--- src/rtl/wdt_pkg.sv ---
package wdt_pkg;
  // word index taken from bus_addr[3:2]
  localparam int unsigned REG_RELOAD = 0;
  localparam int unsigned REG_LIVE   = 1;
  localparam int unsigned REG_CMD    = 2;
  localparam int unsigned REG_STATE  = 3;

  localparam int unsigned CMD_START_BIT = 0;
  localparam int unsigned CMD_STOP_BIT  = 1;
  localparam int unsigned CMD_PING_BIT  = 2;
  localparam int unsigned IRQ_EN_BIT    = 31;
  localparam int unsigned IRQ_FLAG_BIT  = 30;
  localparam int unsigned RUN_BIT       = 0;
  localparam int unsigned RSTREQ_BIT    = 1;
  localparam int unsigned TALLY_LSB     = 12;
endpackage

--- src/rtl/wdt_regs.sv ---
module wdt_regs
  import wdt_pkg::*;
#(
  parameter int unsigned CNT_W  = 29,
  parameter int unsigned TALLY_W = 3,
  parameter int unsigned ADDR_W = 4,
  parameter int unsigned DATA_W = 32
) (
  input  logic               clk,
  input  logic               rst_n,
  input  logic [ADDR_W-1:0]  bus_addr,
  input  logic               bus_wr,
  input  logic [DATA_W-1:0]  bus_wdata,
  input  logic [CNT_W-1:0]   live_cnt,
  input  logic [TALLY_W-1:0] tally,
  input  logic               running,
  input  logic               rst_flag,
  input  logic               irq_flag,
  output logic [CNT_W-1:0]   reload_val,
  output logic               irq_en,
  output logic               cmd_start,
  output logic               cmd_stop,
  output logic               cmd_ping,
  output logic               irq_clr,
  output logic [DATA_W-1:0]  bus_rdata
);
  logic [1:0]       word_sel;
  logic             reload_we;
  logic [CNT_W-1:0] reload_d;
  logic             irq_en_d;

  assign word_sel  = bus_addr[3:2];
  assign reload_we = bus_wr && (word_sel == 2'(REG_RELOAD));
  assign cmd_start = bus_wr && (word_sel == 2'(REG_CMD)) && bus_wdata[CMD_START_BIT];
  assign cmd_stop  = bus_wr && (word_sel == 2'(REG_CMD)) && bus_wdata[CMD_STOP_BIT];
  assign cmd_ping  = bus_wr && (word_sel == 2'(REG_CMD)) && bus_wdata[CMD_PING_BIT];
  assign irq_clr   = bus_wr && (word_sel == 2'(REG_LIVE)) && bus_wdata[IRQ_FLAG_BIT];

  always_comb begin
    reload_d = reload_val;
    irq_en_d = irq_en;
    if (reload_we) begin
      reload_d = bus_wdata[CNT_W-1:0];
      irq_en_d = bus_wdata[IRQ_EN_BIT];
    end
  end

  always_ff @(posedge clk or negedge rst_n) begin
    if (!rst_n) begin
      reload_val <= '0;
      irq_en     <= 1'b0;
    end else if (reload_we) begin
      reload_val <= reload_d;
      irq_en     <= irq_en_d;
    end
  end

  always_comb begin
    bus_rdata = '0;
    case (word_sel)
      2'(REG_RELOAD): begin
        bus_rdata[CNT_W-1:0]  = reload_val;
        bus_rdata[IRQ_EN_BIT] = irq_en;
      end
      2'(REG_LIVE): begin
        bus_rdata[CNT_W-1:0]    = live_cnt;
        bus_rdata[IRQ_FLAG_BIT] = irq_flag;
      end
      2'(REG_STATE): begin
        bus_rdata[RUN_BIT]                  = running;
        bus_rdata[RSTREQ_BIT]               = rst_flag;
        bus_rdata[TALLY_LSB +: TALLY_W]     = tally;
      end
      default: bus_rdata = '0;
    endcase
  end

  // a start strobe only comes from a write
  a_r3_cmd_needs_write: assert property (@(posedge clk) disable iff (!rst_n)
    (cmd_start || cmd_stop || cmd_ping) |-> bus_wr);
  // the reload register changes only on a write to it
  a_r2_reload_stable: assert property (@(posedge clk) disable iff (!rst_n)
    !reload_we |=> $stable(reload_val));
endmodule

--- src/rtl/wdt_core.sv ---
module wdt_core #(
  parameter int unsigned CNT_W     = 29,
  parameter int unsigned EXP_LIMIT = 5,
  parameter int unsigned TALLY_W   = $clog2(EXP_LIMIT)
) (
  input  logic               clk,
  input  logic               rst_n,
  input  logic               tick,
  input  logic [CNT_W-1:0]   reload_val,
  input  logic               irq_en,
  input  logic               cmd_start,
  input  logic               cmd_stop,
  input  logic               cmd_ping,
  input  logic               irq_clr,
  output logic [CNT_W-1:0]   cnt_q,
  output logic [TALLY_W-1:0] tally_q,
  output logic               run_q,
  output logic               rst_q,
  output logic               irq_q
);
  localparam logic [TALLY_W-1:0] LAST_TALLY = TALLY_W'(EXP_LIMIT - 1);

  logic [CNT_W-1:0]   cnt_d;
  logic [TALLY_W-1:0] tally_d;
  logic               run_d, rst_d, irq_d;
  logic               live, run_out;

  assign live    = run_q && !rst_q;
  assign run_out = cnt_q < CNT_W'(2);

  always_comb begin
    cnt_d   = cnt_q;
    tally_d = tally_q;
    run_d   = run_q;
    rst_d   = rst_q;
    irq_d   = irq_q && !irq_clr;
    if (cmd_stop) begin
      run_d = 1'b0;
    end else if (cmd_start && !rst_q) begin
      run_d   = 1'b1;
      cnt_d   = reload_val;
      tally_d = '0;
    end else if (cmd_ping && live) begin
      cnt_d   = reload_val;
      tally_d = '0;
    end else if (tick && live) begin
      if (run_out) begin
        if (tally_q == LAST_TALLY) begin
          rst_d = 1'b1;
          cnt_d = '0;
        end else begin
          tally_d = tally_q + 1'b1;
          cnt_d   = reload_val;
          if (tally_q == '0 && irq_en) irq_d = 1'b1;
        end
      end else begin
        cnt_d = cnt_q - 1'b1;
      end
    end
  end

  always_ff @(posedge clk or negedge rst_n) begin
    if (!rst_n) begin
      cnt_q   <= '0;
      tally_q <= '0;
      run_q   <= 1'b0;
      rst_q   <= 1'b0;
      irq_q   <= 1'b0;
    end else begin
      cnt_q   <= cnt_d;
      tally_q <= tally_d;
      run_q   <= run_d;
      rst_q   <= rst_d;
      irq_q   <= irq_d;
    end
  end

  // reset request is sticky
  a_r10_rst_sticky: assert property (@(posedge clk) disable iff (!rst_n)
    rst_q |=> rst_q);
  // request rises only with tally at its last value and count at zero
  a_r10_rst_at_limit: assert property (@(posedge clk) disable iff (!rst_n)
    $rose(rst_q) |-> (tally_q == LAST_TALLY) && (cnt_q == '0));
  // tally never leaves its range
  a_r5_tally_range: assert property (@(posedge clk) disable iff (!rst_n)
    tally_q <= LAST_TALLY);
  // stopped counter holds unless started
  a_r4_hold_stopped: assert property (@(posedge clk) disable iff (!rst_n)
    (!run_q && !cmd_start) |=> $stable(cnt_q) && $stable(tally_q));
  // accepted ping clears the tally
  a_r8_ping_clears: assert property (@(posedge clk) disable iff (!rst_n)
    (cmd_ping && live && !cmd_stop) |=> tally_q == '0);
  // interrupt rises only on the first expiration
  a_r6_irq_first: assert property (@(posedge clk) disable iff (!rst_n)
    $rose(irq_q) |-> tally_q == TALLY_W'(1));
endmodule

--- src/rtl/multi_expiry_wdt.sv ---
module multi_expiry_wdt #(
  parameter int unsigned CNT_W     = 29,
  parameter int unsigned EXP_LIMIT = 5,
  parameter int unsigned ADDR_W    = 4,
  parameter int unsigned DATA_W    = 32
) (
  input  logic              clk,
  input  logic              rst_n,
  input  logic              tick_us,
  input  logic [ADDR_W-1:0] bus_addr,
  input  logic              bus_wr,
  input  logic [DATA_W-1:0] bus_wdata,
  output logic [DATA_W-1:0] bus_rdata,
  output logic              irq,
  output logic              rst_req
);
  localparam int unsigned TALLY_W = $clog2(EXP_LIMIT);

  logic [1:0]         sync_q;
  logic               rst_sync_n;
  logic [CNT_W-1:0]   cnt, reload_val;
  logic [TALLY_W-1:0] tally;
  logic               running, rst_flag, irq_flag, irq_en;
  logic               cmd_start, cmd_stop, cmd_ping, irq_clr;

  // asynchronous assert, synchronous release
  always_ff @(posedge clk or negedge rst_n) begin
    if (!rst_n) sync_q <= 2'b00;
    else        sync_q <= {sync_q[0], 1'b1};
  end
  assign rst_sync_n = sync_q[1];

  wdt_regs #(.CNT_W(CNT_W), .TALLY_W(TALLY_W), .ADDR_W(ADDR_W), .DATA_W(DATA_W)) regs_i (
    .clk(clk), .rst_n(rst_sync_n), .bus_addr(bus_addr), .bus_wr(bus_wr),
    .bus_wdata(bus_wdata), .live_cnt(cnt), .tally(tally), .running(running),
    .rst_flag(rst_flag), .irq_flag(irq_flag), .reload_val(reload_val),
    .irq_en(irq_en), .cmd_start(cmd_start), .cmd_stop(cmd_stop),
    .cmd_ping(cmd_ping), .irq_clr(irq_clr), .bus_rdata(bus_rdata)
  );

  wdt_core #(.CNT_W(CNT_W), .EXP_LIMIT(EXP_LIMIT), .TALLY_W(TALLY_W)) core_i (
    .clk(clk), .rst_n(rst_sync_n), .tick(tick_us), .reload_val(reload_val),
    .irq_en(irq_en), .cmd_start(cmd_start), .cmd_stop(cmd_stop),
    .cmd_ping(cmd_ping), .irq_clr(irq_clr), .cnt_q(cnt), .tally_q(tally),
    .run_q(running), .rst_q(rst_flag), .irq_q(irq_flag)
  );

  assign irq     = irq_flag;
  assign rst_req = rst_flag;
endmodule

--- config.mk ---
export PLATFORM = sky130hd
export DESIGN_NAME = multi_expiry_wdt
export DESIGN_NICKNAME = d
export VERILOG_FILES = /design/src/rtl/wdt_pkg.sv /design/src/rtl/wdt_regs.sv /design/src/rtl/wdt_core.sv /design/src/rtl/multi_expiry_wdt.sv
export SDC_FILE = /design/constraint.sdc
export NUM_CORES = 1
export LEC_CHECK = 0
export BUFFER_PORTS_ARGS = -buffer_cell sky130_fd_sc_hd__buf_4
export CORE_ASPECT_RATIO = 1.75
export CORE_UTILIZATION = 25
export CTS_BUF_LIST = sky130_fd_sc_hd__clkbuf_8 sky130_fd_sc_hd__clkbuf_16
export CTS_CLUSTER_SIZE = 40
export DETAILED_ROUTE_END_ITERATION = 7
export PLACE_DENSITY = 0.46
export SLEW_MARGIN = 20
export SYNTH_ARGS = -nofsm -noshare
export SYNTH_HDL_FRONTEND = slang
export SYNTH_HIERARCHICAL = 1
export SYNTH_SLANG_ARGS = --single-unit
export TNS_END_PERCENT = 50
--- constraint.sdc ---
create_clock -name clk -period 2.95 [get_ports clk]
set_clock_uncertainty 0.1 [all_clocks]
set_input_delay 0.1475 -clock clk [delete_from_list [all_inputs] [get_ports clk]]
set_output_delay 0.1475 -clock clk [all_outputs]
set_load 0.01 [all_outputs]
==> flow_summary.ini <==
[run_status]
status = finished, violations left
violations = design-rule violations

[sta]
fin_crit_sh_pct = 95.2
fin_crit_ps = 2810
drv_slew = 0
fmax_mhz = 356
hold_slack_ps = 28.6
relSlewSlack_pct = 54.6
finalSetupTns_ps = 0
tightest_slew_ps = 680
setup_viol = 0
rsz0062_at_grt = false
hold_violations = 0

[clocking]
cts_buffers = 9
clock_path_buffers = 2
cts_tree = yes
cts_sinks = 67
postCtsSetupRepairBufs = 0
clkLatencyLatePin_ps = 330
clk_pin_slew_ps = 60
hold_buffers = 31
post_cts_resized = 0
cts_root_buf = clkbuf_16
ctsHtreeMaxLevel = 3

[cells_and_area]
n_antenna_cell = 0
final_layout_size_suffix_gt1_share_pct = 32.5
nNetsFinal = 533
areaGrowthSynthToFinish_pct = 33.1

[yosys]
synth_edf_count = 0
synthCells = 381
synth_seq_cells = 67
yosysTopAreaCell = dfrtp_1
syn_avg_cell_area_um2 = 10.7
synth_area_leaders = dfrtp_1 (41%), mux2_2 (8.6%), mux2i_1 (6.4%)
synth_top_area_share_pct = 41.1
synth_fp_nets = 424
synth_warnings = 6
yosysSeqAreaShare_pct = 41.1
synth-async-reset-ratio_pct = 100
synth.cell_area_mm2 = 0.00408
ys_dominant_reg_cell = dfrtp_1
yosysUniqueCellTypes = 68

[setup_path]
r2r_start = core_i/cnt_q[11]
start_kind = flip-flop
worstPathArrival_ps = 2920
ff2ff_path_depth = 5
worst-path-max-fanout = 8
crit_type = reg -> reg
cp.required_ps = 3060
critPathCaptureType = flip-flop
reg2reg_slack_ps = 140
timing.rr.end = core_i/cnt_q[24]

[global_route]
track_usage_pct = 15.4
grt-ovfl-total = 0
grt_antenna_before_repair = 0
grt_max_degree = 38
first_global_vias = 3712
grt_pass1_wl_um = 19900

[drt]
route.detailed.drc = 2
num_vias = 3467
wl_per_cell_um = 18.0
first_iter_violations = 184
vias_per_cell = 5.07
drt.antenna.violating_nets = 0
totalWireLength_um = 12300
first_pass_iters = 8

[placed_design]
dp_hpwl_um = 9030
port_buffers = 69
routabilityCongestion = 0.843

[floorplan]
rows = 61
die_x_um = 98.5
start_util_pct = 25.6
dieHeight_um = 171
io_pins = 74
dieArea_mm2 = 0.0168
core_area_mm2 = 0.0160

[power_and_ir_drop]
irDropWorstVdd_uv = 268
clkPwrFrac_pct = 29.0
p_switching_mw = 1.32
p_int_mw = 2.44
leakage_nw = 2.37
seqPwrFrac_pct = 39.5
switching_share_pct = 35.2
powerDensity_mw_per_mm2 = 693
comb_power_share_pct = 31.5

[run]
cap_violations = 0

[worst_hold_path]
min_path_type = in -> async
## worst max-delay path by stage
stage	startpoint	endpoint	slack (ps)	depth (start not counted)
6_report	core_i/cnt_q[11]	core_i/cnt_q[24]	140	5
5_1_grt	core_i/cnt_q[11]	core_i/cnt_q[24]	90	5
4_1_cts	core_i/cnt_q[11]	core_i/cnt_q[24]	140	5
3_5_place_dp	core_i/cnt_q[11]	core_i/cnt_q[24]	150	5
3_3_place_gp	core_i/cnt_q[11]	core_i/cnt_q[28]	210	5
2_1_floorplan	core_i/cnt_q[3]	core_i/cnt_q[27]	390	6
## area by class of cell
type	instances	area, µm²
flip-flops and latches	67	1680
well taps	189	236
fillers	1634	10500
repair buffers	122	1010
multi-input cells	280	2160
clock buffers	10	239
clock inverters	6	65.1
inverters	10	37.5
## registers in the layout, indices dropped and copies added, names as in the netlist
name	count
core_i/cnt_q	29
regs_i/reload_val	29
core_i/tally_q	3
sync_q	2
core_i/irq_q	1
core_i/rst_q	1
core_i/run_q	1
regs_i/irq_en	1
## through the flow
step	worst slack [ps]	power (mW)	utilization, %	instances	instance area [µm²]
final	142	3.76	34.0	684	5430
after global routing	92.9	4.01	34.0	684	5430
after CTS	140	3.82	34.0	684	5430
after detailed placement	151	2.66	30.2	637	4810
after global placement	213	2.63	30.2	637	4810
after floorplan	387	2.25	-	381	4080
## layout by cell type (no fill, tap or decap), types with 7 or more instances in the layout
master          n
nor2_1         43
clkbuf_16       9
dfrtp_1        66
nor4_1         13
buf_4          90
o2bb2ai_1      14
inv_1          10
nor3_1          9
xor2_1          8
mux2i_1        26
nand2_1         7
mux2_2         31
dlygate4sd3_1  31
o21ai_0         9
## cell usage after synthesis, drive strengths merged, types with 3 or more instances
| cell type | instances |
|---|---|
| a21oi | 6 |
| nor2 | 43 |
| nand2 | 7 |
| inv | 10 |
| nor4 | 14 |
| xnor2 | 6 |
| or3 | 6 |
| buf | 17 |
| a41o | 3 |
| or2 | 3 |
| o21ai | 12 |
| nor3 | 10 |
| nand4 | 6 |
| mux2i | 26 |
| dfrtp | 67 |
| xor2 | 8 |
| or4 | 7 |
| mux2 | 35 |
| ha | 3 |
| a221o | 9 |
| nand3 | 6 |
| and2 | 6 |
| a22o | 6 |
| o2bb2ai | 14 |
| nor3b | 3 |
| and3 | 5 |
| o31ai | 4 |
| clkbuf | 6 |
## power by group through the flow
| stage | clock (mW) | sequential [mW] | combinational, mW |
|---|---|---|---|
| floorplan | 0 | 1.38 | 0.875 |
| global placement | 0 | 1.49 | 1.14 |
| detailed placement | 0 | 1.51 | 1.16 |
| CTS | 1.13 | 1.49 | 1.20 |
| global route | 1.16 | 1.54 | 1.30 |
| finish | 1.09 | 1.48 | 1.18 |
## per-layer routing
layer	up-vias	track usage, %	wire length [µm]	part of all wire (%)
li1	1652	-	-	-
met1	1741	15.6	4620	38
met2	62	30.9	7130	58
met3	12	2.25	298	2.4
met4	0	5.84	246	2.0
met5	-	0	0	0
## critical path, cell delays in order (launching register included)
cell	delay, ps
dfrtp_1	410
or4_1	670
or4_4	590
o31ai_4	440
o21ai_1	150
a221o_1	320
## kinds of logic (layout without fill, tap and decap cells)
kind of cell / after synthesis / after routing / share of synthesized area [%]
buffers and inverters: 34 / 148 / 5.77
flip-flops: 67 / 67 / 41.1
adder cells (fa/ha/maj): 3 / 3 / 0.921
AO/OA/AOI/OAI: 73 / 73 / 14.8
XOR/XNOR: 14 / 14 / 3.01
other: 2 / 2 / 0.184
AND/OR/NAND/NOR: 127 / 127 / 18.2
multiplexers: 61 / 61 / 16.1
No activity file was read; power rests on OpenSTA's default activity.
